$ cat src/rtl/spi_fq_pkg.sv
`timescale 1ns/1ps
package spi_fq_pkg;
    // Which side of the channel a FIFO occupancy tracker serves
    typedef enum logic {
        FIFO_TX = 1'b0,
        FIFO_RX = 1'b1
    } fifo_dir_e;
endpackage

$ cat src/rtl/fifo_occ.sv
`timescale 1ns/1ps
module fifo_occ #(
    parameter spi_fq_pkg::fifo_dir_e DIR = spi_fq_pkg::FIFO_TX,
    parameter int DEPTH = 16,
    parameter int LVL_W = 8,
    localparam int OCC_W = $clog2(DEPTH + 1)
) (
    input  logic             clk,
    input  logic             rst_n,
    input  logic             en,
    input  logic             push,
    input  logic             pop,
    input  logic [LVL_W-1:0] lvl_m1,
    output logic [OCC_W-1:0] occ,
    output logic             req,
    output logic             at_edge,
    output logic             err
);
    localparam int CMP_W = (OCC_W > LVL_W + 1) ? OCC_W : LVL_W + 1;

    typedef struct packed {
        logic [OCC_W-1:0] occ;
        logic             err;
    } st_t;

    st_t st_d, st_q;
    logic full, empty, do_push, do_pop, bad_op;
    logic [CMP_W-1:0] occ_x, lvl_x;

    always_comb begin
        full    = (st_q.occ == OCC_W'(DEPTH));
        empty   = (st_q.occ == '0);
        do_push = en && push && !full;
        do_pop  = en && pop && !empty;
        st_d.occ = en ? (st_q.occ + OCC_W'(do_push) - OCC_W'(do_pop)) : '0;
        st_d.err = en && bad_op;
    end

    always_ff @(posedge clk) begin
        if (!rst_n) st_q <= '0;
        else        st_q <= st_d;
    end

    assign occ_x = CMP_W'(st_q.occ);
    assign lvl_x = CMP_W'(lvl_m1) + CMP_W'(1);

    generate
        if (DIR == spi_fq_pkg::FIFO_TX) begin : g_tx
            assign bad_op  = pop && empty;
            assign req     = en && (occ_x <= lvl_x);
            assign at_edge = en && empty;
        end else begin : g_rx
            assign bad_op  = push && full;
            assign req     = en && (occ_x >= lvl_x);
            assign at_edge = en && full;
        end
    endgenerate

    assign occ = st_q.occ;
    assign err = st_q.err;

    // occupancy never leaves the physical range
    a_r2_occ_bound: assert property (@(posedge clk) disable iff (!rst_n)
        st_q.occ <= OCC_W'(DEPTH));
    // a disabled FIFO is empty on the next cycle
    a_r7_off_clears: assert property (@(posedge clk) disable iff (!rst_n)
        !en |=> (st_q.occ == '0));
    // an error pulse only follows an operation at the full or empty edge
    a_r5_r6_err_edge: assert property (@(posedge clk) disable iff (!rst_n)
        st_q.err |-> ($past(st_q.occ) == ((DIR == spi_fq_pkg::FIFO_TX) ? OCC_W'(0) : OCC_W'(DEPTH))));
    // occupancy moves by at most one per cycle while enabled
    a_r2_step: assert property (@(posedge clk) disable iff (!rst_n)
        en |=> ((st_q.occ == $past(st_q.occ)) || (st_q.occ == $past(st_q.occ) + OCC_W'(1))
                || (st_q.occ == $past(st_q.occ) - OCC_W'(1)) || !$past(en)));
endmodule

$ cat src/rtl/word_cnt.sv
`timescale 1ns/1ps
module word_cnt #(
    parameter int WC_W = 16
) (
    input  logic            clk,
    input  logic            rst_n,
    input  logic            wr,
    input  logic [WC_W-1:0] val,
    input  logic            word_done,
    input  logic            active,
    output logic            eowc
);
    typedef struct packed {
        logic [WC_W-1:0] prog;
        logic [WC_W-1:0] done;
        logic            eowc;
    } st_t;

    st_t st_d, st_q;

    always_comb begin
        st_d      = st_q;
        st_d.eowc = 1'b0;
        if (wr) begin
            st_d.prog = val;
            st_d.done = '0;
        end else if (word_done && active && (st_q.prog != '0)) begin
            if (st_q.done + WC_W'(1) == st_q.prog) begin
                st_d.done = '0;
                st_d.eowc = 1'b1;
            end else begin
                st_d.done = st_q.done + WC_W'(1);
            end
        end
    end

    always_ff @(posedge clk) begin
        if (!rst_n) st_q <= '0;
        else        st_q <= st_d;
    end

    assign eowc = st_q.eowc;

    // no end-of-count event while the length is zero
    a_r9_zero_silent: assert property (@(posedge clk) disable iff (!rst_n)
        st_q.eowc |-> (st_q.prog != '0));
    // progress stays below a non-zero length
    a_r8_progress: assert property (@(posedge clk) disable iff (!rst_n)
        (st_q.prog != '0) |-> (st_q.done < st_q.prog));
    // the event is caused by a counted word
    a_r8_cause: assert property (@(posedge clk) disable iff (!rst_n)
        st_q.eowc |-> $past(word_done && active));
    // the length only changes on its own write strobe
    a_r10_prog_hold: assert property (@(posedge clk) disable iff (!rst_n)
        !wr |=> $stable(st_q.prog));
endmodule

$ cat src/rtl/spi_fifo_ctl.sv
`timescale 1ns/1ps
module spi_fifo_ctl #(
    parameter int FIFO_DEPTH = 16,
    parameter int LVL_W = 8,
    parameter int WC_W = 16,
    localparam int OCC_W = $clog2(FIFO_DEPTH + 1)
) (
    input  logic             clk,
    input  logic             rst_n,
    input  logic             lvl_wr,
    input  logic [LVL_W-1:0] tx_ae_m1,
    input  logic [LVL_W-1:0] rx_af_m1,
    input  logic             wc_wr,
    input  logic [WC_W-1:0]  wc_val,
    input  logic             tx_on,
    input  logic             rx_on,
    input  logic             tx_push,
    input  logic             tx_pop,
    input  logic             rx_push,
    input  logic             rx_pop,
    input  logic             word_done,
    output logic [OCC_W-1:0] tx_occ,
    output logic [OCC_W-1:0] rx_occ,
    output logic             tx_req,
    output logic             rx_req,
    output logic             tx_empty,
    output logic             rx_full,
    output logic             tx_udf,
    output logic             rx_ovf,
    output logic             eowc
);
    typedef struct packed {
        logic [LVL_W-1:0] tx_m1;
        logic [LVL_W-1:0] rx_m1;
    } lvl_t;

    lvl_t lvl_d, lvl_q;

    always_comb begin
        lvl_d = lvl_q;
        if (lvl_wr) begin
            lvl_d.tx_m1 = tx_ae_m1;
            lvl_d.rx_m1 = rx_af_m1;
        end
    end

    always_ff @(posedge clk) begin
        if (!rst_n) lvl_q <= '0;
        else        lvl_q <= lvl_d;
    end

    fifo_occ #(.DIR(spi_fq_pkg::FIFO_TX), .DEPTH(FIFO_DEPTH), .LVL_W(LVL_W)) i_tx_occ (
        .clk(clk), .rst_n(rst_n), .en(tx_on), .push(tx_push), .pop(tx_pop),
        .lvl_m1(lvl_q.tx_m1), .occ(tx_occ), .req(tx_req), .at_edge(tx_empty), .err(tx_udf)
    );

    fifo_occ #(.DIR(spi_fq_pkg::FIFO_RX), .DEPTH(FIFO_DEPTH), .LVL_W(LVL_W)) i_rx_occ (
        .clk(clk), .rst_n(rst_n), .en(rx_on), .push(rx_push), .pop(rx_pop),
        .lvl_m1(lvl_q.rx_m1), .occ(rx_occ), .req(rx_req), .at_edge(rx_full), .err(rx_ovf)
    );

    word_cnt #(.WC_W(WC_W)) i_word_cnt (
        .clk(clk), .rst_n(rst_n), .wr(wc_wr), .val(wc_val),
        .word_done(word_done), .active(tx_on || rx_on), .eowc(eowc)
    );

    // watermarks only change on their own write strobe
    a_r10_lvl_hold: assert property (@(posedge clk) disable iff (!rst_n)
        !lvl_wr |=> $stable(lvl_q));
    // a disabled side raises no request or error
    a_r7_tx_quiet: assert property (@(posedge clk) disable iff (!rst_n)
        (!tx_on && !$past(tx_on)) |-> (!tx_req && !tx_udf && !tx_empty));
    a_r7_rx_quiet: assert property (@(posedge clk) disable iff (!rst_n)
        (!rx_on && !$past(rx_on)) |-> (!rx_req && !rx_ovf && !rx_full));
    // full and empty flags never both on one side at depth > 0
    a_r11_tx_empty: assert property (@(posedge clk) disable iff (!rst_n)
        tx_empty |-> (tx_occ == '0));
    a_r11_rx_full: assert property (@(posedge clk) disable iff (!rst_n)
        rx_full |-> (rx_occ == OCC_W'(FIFO_DEPTH)));
endmodule

$ cat config.mk
export PLATFORM = sky130hd
export DESIGN_NAME = spi_fifo_ctl
export DESIGN_NICKNAME = d
export VERILOG_FILES = /design/src/rtl/spi_fq_pkg.sv /design/src/rtl/fifo_occ.sv /design/src/rtl/word_cnt.sv /design/src/rtl/spi_fifo_ctl.sv
export SDC_FILE = /design/constraint.sdc
export NUM_CORES = 1
export LEC_CHECK = 0
export BUFFER_PORTS_ARGS = -buffer_cell sky130_fd_sc_hd__buf_2
export CAP_MARGIN = 20
export CORE_MARGIN = 1.5
export CORE_UTILIZATION = 50
export DETAILED_ROUTE_END_ITERATION = 8
export GPL_TIMING_DRIVEN = 1
export PLACE_DENSITY = 0.72
export SYNTH_ARGS = -nofsm -noshare
export SYNTH_HDL_FRONTEND = slang
export SYNTH_SLANG_ARGS = --single-unit
export TNS_END_PERCENT = 100
$ cat constraint.sdc
create_clock -name clk -period 3.2 [get_ports clk]
set_clock_uncertainty 0.1 [all_clocks]
set_input_delay 0.32 -clock clk [delete_from_list [all_inputs] [get_ports clk]]
set_output_delay 0.32 -clock clk [all_outputs]
set_load 0.05 [all_outputs]
==> results summary <==
The run finished with clean final reports. TritonCTS built the clock tree. The largest total area in the synthesized netlist belongs to dfxtp_1. The register-to-register setup slack is 0.36 ns. At the later pin of the worst-skew pair, clock insertion delay measures 0.33 ns.

The count of different cell masters after synthesis is 51. The cell depth of the worst hold path came out at 3. The switching power of the nets is 0.668 mW. The congestion estimate from routability-driven global placement came to 0.980. After synthesis the cells add up to 0.00364 sq mm. The most critical setup path has its startpoint at lvl_q[8]. The repair_antennas step left the layout with diodes totalling 0. The critical path in this run is classified as reg2out. The buffer cell driving the clock tree root is clkbuf_8. The floorplan step defined a die boundary enclosing 0.00780 sq mm. Setup violations remaining at the end of the flow were counted as 0. 60 I/O pins were placed. In this run the critical register-to-register path is launched from i_tx_occ.occ[3].

The worst setup path is captured at a primary output. The number of flops mapped to enable cells by yosys came out at 0. Once routing completed, OpenROAD measured the worst setup slack at 0.269 ns. The total congestion overflow after global routing came out at 0.

The share of synthesized area occupied by flip-flops and latches is 33.5%. The mean post-synth cell area is 9.06 sq um. In the layout the commonest cells are dfxtp_1 (61), buf_2 (59), nor2b_1 (35). The initial antenna violation count came out at 0.

The number of nets handed over by synthesis was 472. After detailed routing, the average wire length per cell comes to 13.8 um. The synthesized design contains 61 register bits. Across the run, the number of max-cap violations was 0. The summed negative setup slack over all endpoints is 0 ns.

The overall power of the completed layout came out at 2.10 mW. The number of hold-repair buffers added at the cts stage is 0. The H-tree was split into 3 levels. The overall fraction of global-route tracks in use is 21.2%. The max-slew violation total from the final report came out at 0. The relative contribution of sequential cells to total power came out at 40.9%. After detailed routing, the number of vias per cell comes to 5.28. Summing over every cut layer, the via total after detailed routing is 2918.

The number of clock sinks came out at 61. The design internal power came out at 1.43 mW. The number of buffers inserted to repair setup after CTS came out at 0. The longest clock path from root to sink contains 2 buffers. The proportion of layout cells with a drive suffix above 1 is 19.9%.

The detailed-route wire length came out at 7620 um. In this run the vertical extent of the chip is 88.3 um. Of the available clock period, the critical path in the final layout requires 91.6%.

In this run the power density over the cells is 505 mW/mm^2. The path class of the tightest hold or removal check is in2reg. The post-synthesis async set-or-reset flop share is 0%.

The final antenna-violating net count came out at 0. The worst path needs 2.93 ns of the cycle, external delays included. The area of all placed cells without fillers came out at 0.00416 sq mm. The remaining max-slew budget at the tightest pin came out at 40.1%. Entering global routing, the biggest net connects 42 pins. The final-report hold violation count came to 0.

The floorplan step set the die width to 88.3 um. The top cell type's share of synthesized area came out at 33.5%. The switching fraction of total power came out at 31.8%. The cell count after synthesis is 402. The first-pass GRT wire length is 12900 um. The count of synthesis-stage warnings from yosys is 0.

For the worst setup path, the data required time is 2.78 ns. The transition time at the pin with the least slew margin came out at 0.895 ns. The final layout contains 522 nets. In the synthesized netlist the dominant register cell turns out to be dfxtp_1. Prior to clock tree synthesis, the placed netlist has a worst setup slack of 0.370 ns. The most frequent standard cell in the layout excluding fill and tap cells is dfxtp_1. The core region is 0.00691 sq mm. The clock input transition at the sequential cells of the worst setup and hold paths is 0.07 ns. Setup repair after global routing left no endpoint under its margin. The initial core utilization came out at 52.7%.

For this design the static power due to leakage is 1.75 nW. The worst register-to-register path has a depth of 14. Ranked by total cell area, the synthesized netlist is headed by dfxtp_1 (34%), mux2i_1 (8.8%), ha_1 (8.6%), xnor2_1 (6.7%), nor2b_1 (6.0%).

Timing would allow up to 0.341 GHz. The layout-stage area growth over the synthesis result is 14.2%. After the first detailed-routing iteration, the DRC count stood at 161. The peak supply drop came out at 0.328 mV. The share of total power in combinational logic is 25.8%. Port buffering added 59 buffers. The floorplan has 30 rows. The number of global-route vias before repair is 2874. The half-perimeter wire length after detailed placement is 5790 um. The signal arrival time at the worst endpoint is 2.51 ns. The maximum net fanout on the critical path is 4. The fraction of power consumed by the clock network came out at 33.3%.

The number of clock buffers added by TritonCTS is 9. The number of instances resized during post-cts repair is 0. The detailed-routing iteration count for the pre-antenna-repair pass came out at 4. The capturing element of the worst setup path is tx_req. The endpoint of the most critical register-to-register path is i_tx_occ.occ[4]. The instance area at placement came out at 0.00395 sq mm.

The number of filler cells placed in the layout came out at 638. STA classifies the critical path startpoint as a register. The total DRC errors in the routed layout came out at 0.
power groups by stage:
stage / Combinational [mW] / Clock [mW] / Sequential [mW]
floorplan: 0.357 / 0 / 0.931
finish: 0.542 / 0.699 / 0.858
global placement: 0.526 / 0 / 0.873
detailed placement: 0.544 / 0 / 0.874
CTS: 0.547 / 0.725 / 0.857
global route: 0.607 / 0.760 / 0.863
cells in the mapped netlist, types with 2 or more instances:
cell type / n
nand2_1: 21
a21oi_1: 10
xnor2_1: 28
nor4_1: 6
nand4_1: 6
a21o_1: 2
buf_2: 2
clkbuf_1: 12
inv_1: 22
nor4b_1: 3
nand3b_1: 2
fa_1: 2
o21ai_0: 8
nor2b_1: 35
nor2_2: 9
nor3_1: 6
nand3_1: 12
and2_1: 2
xor2_1: 19
buf_4: 4
nand2b_1: 6
ha_1: 25
nor2_1: 30
and4_1: 4
and3_1: 6
dfxtp_1: 61
nor4_2: 2
mux2i_1: 32
or3_1: 3
logic make-up after synthesis:
| kind of cell | share of synthesized area (%) |
|---|---|
| flops | 33.5 |
| compound gates | 6.94 |
| xor+xnor | 11.8 |
| fa+ha+maj | 9.69 |
| mux | 9.11 |
| buf+inv | 5.29 |
| simple gates | 23.7 |
sequential cells by signal (all words and copies together), names as in the netlist:
signal,count
i_rx_occ.err,1
i_rx_occ.occ,5
i_tx_occ.err,1
i_tx_occ.occ,5
i_word_cnt.eowc,1
i_word_cnt.st_q,32
lvl_q,16
layout make-up:
| class | count | area [sq um] | area share, % |
|---|---|---|---|
| Multi-Input combinational cell | 299 | 2230 | 53.6 |
| Sequential cell | 61 | 1220 | 29.4 |
| Clock buffer | 11 | 151 | 3.64 |
| Timing Repair Buffer | 59 | 295 | 7.10 |
| Tap cell | 96 | 120 | 2.89 |
| Inverter | 22 | 82.6 | 1.99 |
| Clock inverter | 5 | 58.8 | 1.41 |
critical path: stages (launching register included):
cell,delay (ns)
dfxtp_1,0.38
ha_1,0.23
nand3_1,0.11
xor2_1,0.16
ha_1,0.29
and3_1,0.18
a311o_1,0.34
o31a_1,0.28
buf_2,0.21
through the flow:
stage,hold WS (ns),cells,utilization (%)
4_1_cts,0.127,553,60.2
3_5_place_dp,0.410,537,57.1
3_3_place_gp,0.401,537,57.1
5_1_grt,0.141,553,60.2
2_1_floorplan,0.383,402,-
6_report,0.139,553,60.2
how the worst min path moves through the flow:
stage	endpoint	startpoint	slack [ns]
finish	lvl_q[5]	rx_af_m1[5]	0.14
CTS	lvl_q[5]	rx_af_m1[5]	0.13
floorplan	lvl_q[14]	lvl_q[14]	0.38
global placement	lvl_q[7]	lvl_q[7]	0.40
detailed placement	lvl_q[7]	lvl_q[7]	0.41
global route	i_word_cnt.st_q[24]	wc_val[7]	0.14
metal layers:
layer | part of all wire [%] | wire (um) | GRT usage (%)
met5 | 0 | 0 | 0
met4 | 2.2 | 171 | 8.24
met3 | 4.3 | 328 | 5.50
met2 | 49 | 3730 | 36.4
met1 | 44 | 3390 | 25.5
No activity file was read; power rests on OpenSTA's default activity.
